## config.mk

```make
export PLATFORM = sky130hd
export DESIGN_NAME = rwsync_ctrl
export DESIGN_NICKNAME = d
export VERILOG_FILES = /design/src/rtl/rwsync_pkg.sv /design/src/rtl/rwsync_tick_sel.sv /design/src/rtl/rwsync_stager.sv /design/src/rtl/rwsync_status.sv /design/src/rtl/rwsync_ctrl.sv
export SDC_FILE = /design/constraint.sdc
export NUM_CORES = 1
export LEC_CHECK = 0
export CORE_ASPECT_RATIO = 1.4
export CORE_MARGIN = 8
export CORE_UTILIZATION = 50
export CTS_CLUSTER_DIAMETER = 60
export CTS_CLUSTER_SIZE = 20
export DETAILED_ROUTE_END_ITERATION = 8
export DONT_BUFFER_PORTS = 1
export PLACE_DENSITY = 0.62
export SETUP_SLACK_MARGIN = 0.05
export SLEW_MARGIN = 20
export SYNTH_ARGS = -nofsm -noshare
export SYNTH_HDL_FRONTEND = slang
export SYNTH_HIERARCHICAL = 1
export SYNTH_SLANG_ARGS = --single-unit
```

## constraint.sdc

```tcl
create_clock -name clk_i -period 3.4 [get_ports clk_i]
set_input_delay 0.68 -clock clk_i [delete_from_list [all_inputs] [get_ports clk_i]]
set_output_delay 0.68 -clock clk_i [all_outputs]
set_load 0.1 [all_outputs]
```

## src/rtl/rwsync_pkg.sv

```systemverilog
package rwsync_pkg;
  localparam int SW       = 16;
  localparam int PEND_BIT = 14;
  localparam int DONE_BIT = 15;
  localparam int NEVT     = SW - 2;
  localparam int AW       = 3;

  typedef enum logic [AW-1:0] {
    ADR_TIME  = 3'd0,
    ADR_ALARM = 3'd1,
    ADR_PREN  = 3'd2,
    ADR_ICTL  = 3'd3,
    ADR_ISTAT = 3'd4
  } reg_adr_e;
endpackage

```

## src/rtl/rwsync_tick_sel.sv

```systemverilog
module rwsync_tick_sel (
  input  logic pren_i,
  input  logic tick_slow_i,
  input  logic tick_fast_i,
  output logic tick_o
);
  assign tick_o = pren_i ? tick_slow_i : tick_fast_i;
endmodule

```

## src/rtl/rwsync_stager.sv

```systemverilog
module rwsync_stager
  import rwsync_pkg::*;
#(
  parameter int DW = 32
) (
  input  logic          clk_i,
  input  logic          rst_ni,
  input  logic          wr_en_i,
  input  logic [AW-1:0] wr_addr_i,
  input  logic [DW-1:0] wr_data_i,
  input  logic          tick_i,
  output logic          pend_o,
  output logic          commit_o,
  output logic [AW-1:0] stg_addr_o,
  output logic [DW-1:0] stg_data_o
);
  logic is_sync, accept;

  assign is_sync  = (wr_addr_i == ADR_TIME) || (wr_addr_i == ADR_ALARM) ||
                    (wr_addr_i == ADR_PREN) || (wr_addr_i == ADR_ICTL);
  assign accept   = wr_en_i && is_sync && !pend_o;
  assign commit_o = pend_o && tick_i;

  always_ff @(posedge clk_i or negedge rst_ni) begin
    if (!rst_ni) begin
      pend_o     <= 1'b0;
      stg_addr_o <= '0;
      stg_data_o <= '0;
    end else if (accept) begin
      pend_o     <= 1'b1;
      stg_addr_o <= wr_addr_i;
      stg_data_o <= wr_data_i;
    end else if (commit_o) begin
      pend_o     <= 1'b0;
    end
  end
endmodule

```

## src/rtl/rwsync_status.sv

```systemverilog
module rwsync_status
  import rwsync_pkg::*;
(
  input  logic            clk_i,
  input  logic            rst_ni,
  input  logic [NEVT-1:0] evt_i,
  input  logic            clr_en_i,
  input  logic [SW-1:0]   clr_mask_i,
  input  logic            done_set_i,
  input  logic            pend_i,
  output logic [SW-1:0]   istat_o
);
  logic [SW-1:0] sticky_q, set_v, clr_v;

  assign set_v = {done_set_i, 1'b0, evt_i};
  assign clr_v = clr_en_i ? clr_mask_i : '0;

  // set wins over clear at the same edge
  always_ff @(posedge clk_i or negedge rst_ni) begin
    if (!rst_ni) sticky_q <= '0;
    else         sticky_q <= ((sticky_q & ~clr_v) | set_v) & ~(SW'(1) << PEND_BIT);
  end

  always_comb begin
    istat_o           = sticky_q;
    istat_o[PEND_BIT] = pend_i;
  end
endmodule

```

## src/rtl/rwsync_ctrl.sv

```systemverilog
module rwsync_ctrl
  import rwsync_pkg::*;
#(
  parameter int DW = 32
) (
  input  logic            clk_i,
  input  logic            rst_ni,
  input  logic            tick_slow_i,
  input  logic            tick_fast_i,
  input  logic            wr_en_i,
  input  logic [AW-1:0]   wr_addr_i,
  input  logic [DW-1:0]   wr_data_i,
  input  logic [NEVT-1:0] evt_i,
  output logic [DW-1:0]   time_o,
  output logic            time_load_o,
  output logic [DW-1:0]   alarm_o,
  output logic            pren_o,
  output logic [SW-1:0]   ictl_o,
  output logic [SW-1:0]   istat_o,
  output logic            irq_o
);
  logic          tick, pend, commit;
  logic [AW-1:0] stg_addr;
  logic [DW-1:0] stg_data;
  logic          st_clr;

  rwsync_tick_sel u_tick (
    .pren_i      (pren_o),
    .tick_slow_i (tick_slow_i),
    .tick_fast_i (tick_fast_i),
    .tick_o      (tick)
  );

  rwsync_stager #(.DW(DW)) u_stg (
    .clk_i      (clk_i),
    .rst_ni     (rst_ni),
    .wr_en_i    (wr_en_i),
    .wr_addr_i  (wr_addr_i),
    .wr_data_i  (wr_data_i),
    .tick_i     (tick),
    .pend_o     (pend),
    .commit_o   (commit),
    .stg_addr_o (stg_addr),
    .stg_data_o (stg_data)
  );

  assign st_clr = wr_en_i && (wr_addr_i == ADR_ISTAT);

  rwsync_status u_st (
    .clk_i      (clk_i),
    .rst_ni     (rst_ni),
    .evt_i      (evt_i),
    .clr_en_i   (st_clr),
    .clr_mask_i (wr_data_i[SW-1:0]),
    .done_set_i (commit),
    .pend_i     (pend),
    .istat_o    (istat_o)
  );

  always_ff @(posedge clk_i or negedge rst_ni) begin
    if (!rst_ni) begin
      time_o      <= '0;
      alarm_o     <= '0;
      pren_o      <= 1'b0;
      ictl_o      <= '0;
      time_load_o <= 1'b0;
    end else begin
      time_load_o <= commit && (stg_addr == ADR_TIME);
      if (commit) begin
        unique case (stg_addr)
          ADR_TIME:  time_o  <= stg_data;
          ADR_ALARM: alarm_o <= stg_data;
          ADR_PREN:  pren_o  <= stg_data[0];
          ADR_ICTL:  ictl_o  <= stg_data[SW-1:0];
          default:   ;
        endcase
      end
    end
  end

  assign irq_o = |(istat_o & ictl_o & ~(SW'(1) << PEND_BIT));
endmodule

```

==> flow_summary.toml, run 1 <==
[cells_and_area]
antennaDiodeCount = 0
drive_gt1_frac = 0.504
syn_to_final_growth_pct = 17.0
fin_nets = 408

[global_routing]
grt-ovfl-total = 0
grt.total_usage = 0.171
grt_max_degree = 134
antenna_found_initial = 0
grt_pass1_wl_um = 17600
grt_pass1_vias = 2986

[cts]
clock_path_buffers = 2
cts_tree = "yes"
htree_levels = 4
clock_latency_ns = 0.41
path_clk_slew_ns = 0.06
cts_setup_buffers = 0
cts_buffers = 17
cts_resized = 0
cts_root_buffer = "clkbuf_16"
clock_sinks = 133

[timing]
setup_violations = 0
slew_viol_final = 0
fin_crit_ns = 2.74
finalCritPeriodShare = 0.805
max_slew_margin = 0.369
fin_tns_setup_ns = 0
hold_violations = 133
skew_ns = 0.00802
rsz0062_at_grt = "no"
fin_hold_ws_ns = -0.0356
worst_slew_pin_slew_ns = 0.947
finalWorstSetupSlack_ns = 0.662
clock.fmax_mhz = 365

[place]
post-dp-hpwl_um = 8180
gp_congestion = 0.750
io_buffers = 0
dp_slack_ns = 0.899

[logic_synthesis]
synth-seq-area-share = 0.633
synth_warnings = 6
synth_ff_type = "dfrtp_1"
synth_async_sr_flop_share = 1.00
syn_inst = 313
avgSynthCellArea_sq_um = 16.8
synth_seq_cells = 133
syn_nets = 367
yosysUniqueCellTypes = 25
synth_edf_count = 0
netlist_area_sq_um = 5250

[die]
core-area_sq_um = 10300
fp.dieH_um = 137
pin_count = 153
dieWidth_um = 103
die-area_sq_um = 14100
row_count = 44
start_util = 0.510

[critical_path]
path_class = "register to output port"
start_kind = "register"
worstPathMaxFanout = 3
worstPathArrival_ns = 2.06
endpoint_kind = "output port"
cp.required_ns = 2.72

[route]
dr.first_iter.drc_count = 75
drc_errors = 0
wl_per_cell_um = 22.9
wirelength_um = 11500
vias = 2725
ant_nets = 0
firstDrtPassIters = 4
vias_per_cell = 5.40

[outcome]
violations = "negative hold slack"
status = "complete, but fails checks"

[run]
drv_cap = 0

[hold_path]
hold_class = "input pin to asynchronous set/reset pin"
## critical path, stage by stage (launching register included)
cell	delay, ns
dfrtp_1	0.96
a221oi_1	0.22
nand4_1	0.17
buf_4	0.30
## logic make-up (layout without fill, tap and decap cells)
group                  Yosys count  after routing  share of synthesized area
and+or+nand+nor                 26             26                     0.0307
DFF                            133            133                      0.633
buffers and inverters           15             69                     0.0326
AOI/OAI and AO/OA               23             23                     0.0338
muxes                          116            116                      0.269
## synth_stat cells, types with 2 or more instances
cell	count	area [sq um]
dfrtp_1	133	3330
mux2_2	84	946
mux2_4	29	435
a21o_1	16	120
nand2_1	16	60.1
buf_6	8	90.1
a22oi_1	4	30.0
buf_12	3	60.1
mux2_1	3	33.8
nor4bb_1	2	20.0
## cells in the final DEF, fill, tap and decap left out, drive strengths merged
master    instances
a21o             16
a221oi            1
a222oi            1
a22o              1
a22oi             4
and2              1
and3              1
buf              36
bufinv            2
clkbuf           18
clkinv            3
clkinvlp          5
dfrtp           133
inv               5
mux2            116
nand2            16
nand4             1
nand4b            1
nor2b             1
nor3              1
nor3b             1
nor4b             1
nor4bb            2
## sequential cells by signal (all words and copies together), names as in the netlist
register and count:
alarm_o 32, time_o 32, u_stg/stg_data_o 32, ictl_o 16
u_st/sticky_q 15, u_stg/stg_addr_o 3, pren_o 1, time_load_o 1
u_stg/pend_o 1
## final cells by class
cell class,count,area [sq um]
clock inverter,14,151
inverter,1,3.75
multi-input combinational,165,1780
timing repair buffer,36,283
clock buffer,18,429
tap,138,173
fill,817,4150
sequential,133,3330
## layer usage
layer  global-route usage  part of all wire
met1                0.186              0.37
met2                0.278              0.51
met3               0.0905              0.12
met4               0.0590             0.011
met5                    0                 0
## worst paths after layout
check,start,end,slack (ns),depth (start not counted)
max in group asynchronous,rst_ni,u_stg/stg_data_o[17],3.29,0
worst max-delay path,ictl_o[8],irq_o,0.66,3
worst min register to register,u_stg/stg_data_o[23],time_o[23],0.52,1
worst min-delay path,rst_ni,time_o[8],-0.04,0
worst max register to register,pren_o,alarm_o[23],1.14,5
min in group clk_i,evt_i[1],u_st/sticky_q[1],0.36,1
## stage by stage
stage	hold slack [ns]	cells	cell area, sq um	util
floorplan	0.384	313	5250	-
global placement	0.388	473	5570	0.541
detailed placement	0.388	473	5570	0.541
CTS	-0.0503	505	6150	0.597
global route	-0.0617	505	6150	0.597
finish	-0.0356	505	6150	0.597
Power of run 1 is not shown: default switching activity piles up to over one toggle a cycle in this logic, so the estimate is an artifact.
==> inputs of run 2 (changes only) <==
- clock period: 3.4 -> 2.53 ns (I/O delays scaled with it)
==> run 2 against run 1 <==
The run still ends with negative hold slack left. Hold slack got worse by 0.16 ns. Die area unchanged. Worst setup slack got worse by 0.62 ns.
==> flow_summary.toml, run 2 (synthesis results as in run 1) <==
[critical_path]
worstPathMaxFanout = 3
startpoint = "ictl_o[2]"
crit_chain = "a222oi_1, and3_1, nand4_1, buf_6"
start_kind = "register"
timing.rr.end = "alarm_o[16]"
reg2reg_slack_ns = 0.52
worstPathArrival_ns = 1.98
crit-reg2reg-launch = "pren_o"
crit_family = "flip-flops"
cpPeakStageDelay_ns = 0.62
path_class = "register to output port"
endpoint_kind = "output port"
cp_num_buf_inv = 1
rr_worst_depth = 5
cp.required_ns = 2.02
worst_path_max_delay_cell = "dfrtp_4"
endpoint = "irq_o"
path_depth = 4

[global_routing]
antenna_found_initial = 0
grt_pass1_wl_um = 17400
gr-usage-met1 = 0.176
grt_pass1_vias = 3038
grt_max_degree = 134
grt.total_usage = 0.167
met2_usage = 0.287
busiest_layer = "met2"
grt-ovfl-total = 0
grt_use_met3 = 0.0774

[cts]
htree_levels = 4
cts_buffers = 17
cts_root_buffer = "clkbuf_16"
cts_setup_buffers = 0
clock_path_buffers = 2
clock_latency_ns = 0.40
cts_tree = "yes"
path_clk_slew_ns = 0.06
clock_sinks = 133

[route]
wirelength_um = 11600
firstDrtPassIters = 4
ant_nets = 0
vias = 2726
vias_per_cell = 5.39
drc_errors = 0
wl_per_cell_um = 22.9
dr.first_iter.drc_count = 73

[timing]
hold_violations = 133
skew_ns = 0.00768
fin_tns_setup_ns = 0
setup_violations = 0
fin_crit_ns = 2.49
rsz0062_at_grt = "yes"
slew_viol_final = 0
max_slew_margin = 0.376
finalCritPeriodShare = 0.984
clock.fmax_mhz = 402
worst_slew_pin_slew_ns = 0.937
fin_hold_ws_ns = -0.199

[outcome]
status = "complete, but fails checks"
violations = "negative hold slack"

[place]
post-dp-hpwl_um = 8220
gp_congestion = 0.743
io_buffers = 0

[cells_and_area]
top_regs = "alarm_o: 32 flops, time_o: 32 flops, u_stg/stg_data_o: 32 flops"
fin_nets = 409
antennaDiodeCount = 0
syn_to_final_growth_pct = 18.5
mostFrequentLayoutCell = "dfrtp_1"
most-common-layout-cells = "111 x dfrtp_1, 84 x mux2_2, 36 x buf_4, 29 x mux2_4, 19 x dfrtp_2"
drive_gt1_frac = 0.565

[die]
fp.dieH_um = 137
start_util = 0.510
dieWidth_um = 103
pin_count = 153
row_count = 44
core-area_sq_um = 10300
die-area_sq_um = 14100

[run]
drv_cap = 0

[hold_path]
hold_class = "input pin to asynchronous set/reset pin"
run 2: worst min-delay path by stage:
stage | from | endpoint | slack, ns
2_1_floorplan | rst_ni | alarm_o[0] | 0.21
3_3_place_gp | rst_ni | alarm_o[7] | 0.21
3_5_place_dp | rst_ni | alarm_o[5] | 0.21
4_1_cts | rst_ni | alarm_o[5] | -0.21
5_1_grt | rst_ni | alarm_o[5] | -0.22
6_report | rst_ni | u_st/sticky_q[11] | -0.20
run 2: layer usage:
metal	wire length, um	share of wire
met3	1380	0.12
met1	4140	0.36
met4	82	0.0071
met2	5990	0.52
met5	0	0
run 2: per-stage QoR:
| step | utilization | cells | worst slack, ns | cell area, sq um | hold slack, ns |
|---|---|---|---|---|---|
| 2_1_floorplan | - | 313 | 0.00208 | 5290 | 0.210 |
| 3_3_place_gp | 0.544 | 474 | 0.372 | 5600 | 0.214 |
| 3_5_place_dp | 0.544 | 474 | 0.398 | 5600 | 0.215 |
| 4_1_cts | 0.605 | 506 | -0.0247 | 6220 | -0.214 |
| 5_1_grt | 0.605 | 506 | -0.0383 | 6220 | -0.222 |
| 6_report | 0.605 | 506 | 0.0396 | 6220 | -0.199 |
run 2: final cells by class:
cell class                      count  area, sq um
Tap cell                          138          173
Sequential cell                   133         3360
Fill cell                         814         4070
Inverter                            1         3.75
Clock buffer                       19          443
Multi-Input combinational cell    165         1780
Clock inverter                     13          180
Timing Repair Buffer               37          282
run 2: timing repair:
action,in CTS,in global routing
endpoints found under the setup margin,1,1
resized for setup,1,0
pin swaps,2,1
endpoints found under the hold margin,133,133
gates cloned,0,0
run 2: worst reg2reg max path: cells and delay by family, from the launching register on:
kind / cells / cell delay [ns]
DFF: 1 / 0.39
and+or+nand+nor: 2 / 0.57
muxes: 2 / 0.59
buffers and inverters: 1 / 0.33
Power of run 2 is left out for the same reason.
==> inputs of run 3 (changes only) <==
- CORE_UTILIZATION: 50 -> 36
- PLACE_DENSITY: 0.62 -> 0.47
==> run 3 against run 2 <==
The run ends with negative hold slack, negative setup slack left. Global-route usage down 2.7 points. Cell count up 10%. Critical path type unchanged. Sequential share of layout area down 0.89 points. Highest routed layer unchanged.
==> flow_summary.toml, run 3 (synthesis results as in run 1) <==
[die]
start_util = 0.365
fp.dieH_um = 159
die-area_sq_um = 18800
row_count = 52
dieWidth_um = 118
core-area_sq_um = 14400
pin_count = 153

[place]
gp_congestion = 0.734
dpl_cell_area_sq_um = 5670
post-dp-hpwl_um = 8930
io_buffers = 0
dp_slack_ns = 0.359

[route]
vias = 2792
wirelength_um = 12500
ant_nets = 0
met2_length_um = 6340
wl_per_cell_um = 22.4
wl_met3_um = 1230
drc_errors = 0
wl_met1_um = 4810
top_layer = "met4"
firstDrtPassIters = 4
dr.first_iter.drc_count = 120
vias_per_cell = 5.00

[outcome]
violations = "negative hold slack, negative setup slack"
status = "complete, but fails checks"

[cells_and_area]
num-fill-cells = 1279
seqCellArea_sq_um = 3360
fin_nets = 410
final_area_sq_um = 6330
final_util = 0.440
most-common-layout-cells = "111 x dfrtp_1, 84 x mux2_2, 37 x buf_4, 29 x mux2_4, 19 x dfrtp_2"
antennaDiodeCount = 0
mostFrequentLayoutCell = "dfrtp_1"
top_regs = "alarm_o: 32 flops, time_o: 32 flops, u_stg/stg_data_o: 32 flops"
syn_to_final_growth_pct = 20.5
drive_gt1_frac = 0.564
multiInputGateArea_sq_um = 1780

[timing]
worst_slew_pin_slew_ns = 0.938
finalWorstSetupSlack_ns = -0.0362
fin_crit_ns = 2.57
fin_tns_setup_ns = -0.0362
setup_violations = 1
hold_violations = 133
slew_viol_final = 0
clock.fmax_mhz = 390
rsz0062_at_grt = "yes"
max_slew_margin = 0.375
fin_hold_ws_ns = -0.208
skew_ns = 0.00967
finalCritPeriodShare = 1.01

[critical_path]
endpoint_kind = "output port"
cp_num_buf_inv = 1
worstPathArrival_ns = 2.06
start_kind = "register"
crit_family = "flip-flops"
worst_path_max_delay_cell = "dfrtp_4"
crit_chain = "a222oi_1, and3_1, nand4_1, buf_6"
path_class = "register to output port"
cp.required_ns = 2.02
worstPathMaxFanout = 3
cpPeakStageDelay_ns = 0.62

[global_routing]
grt_max_degree = 134
grt_pass1_vias = 3060
grt.total_usage = 0.140
grt-ovfl-total = 0
grt_pass1_wl_um = 19800
antenna_found_initial = 0

[cts]
clock_sinks = 133
path_clk_slew_ns = 0.06
clock_path_buffers = 2
cts_root_buffer = "clkbuf_16"
htree_levels = 4
cts_buffers = 17
cts_tree = "yes"
cts_setup_buffers = 0
clock_latency_ns = 0.41

[hold_path]
hold_class = "input pin to asynchronous set/reset pin"

[run]
drv_cap = 0
run 3: cell types whose count changed in the layout (fill, tap and decap cells not counted):
cell and change:
clkbuf_8 +5, clkbuf_1 +1, buf_4 +1, clkinvlp_4 -1, inv_6 -1, clkinv_4 -1, clkinv_2 -3
run 3: worst paths after layout:
path	from	endpoint	slack [ns]	cells after the start
setup / recovery	u_st/sticky_q[2]	irq_o	-0.04	4
hold reg to reg	u_stg/stg_data_o[23]	time_o[23]	0.52	1
min in group clk_i	evt_i[12]	u_st/sticky_q[12]	0.19	1
hold / removal	rst_ni	u_st/sticky_q[5]	-0.21	0
setup reg to reg	pren_o	alarm_o[28]	0.46	5
max in group asynchronous	rst_ni	ictl_o[13]	2.56	0
run 3: final cells by class:
cell class	count	share of cell area
tap	189	0.0374
clock buffer	25	0.0815
clock inverter	7	0.0221
timing repair buffer	38	0.0457
multi-input combinational	165	0.281
sequential	133	0.531
inverter	1	0.000593
run 3: repair_timing:
item	4_1_cts	5_1_grt
endpoints found under the hold margin	133	133
endpoints found under the setup margin	1	1
resized for setup	1	0
pin swaps	2	0
run 3: per-layer routing:
layer | track usage | vias up
li1 | - | 1207
met1 | 0.156 | 1465
met2 | 0.223 | 112
met3 | 0.0717 | 8
met4 | 0.0526 | 0
met5 | 0 | -
run 3: stage by stage:
step           cells  hold WS [ns]
2_1_floorplan    313         0.210
3_3_place_gp     526         0.216
3_5_place_dp     526         0.215
4_1_cts          558        -0.234
5_1_grt          558        -0.242
6_report         558        -0.208
Power of run 3 is left out for the same reason.
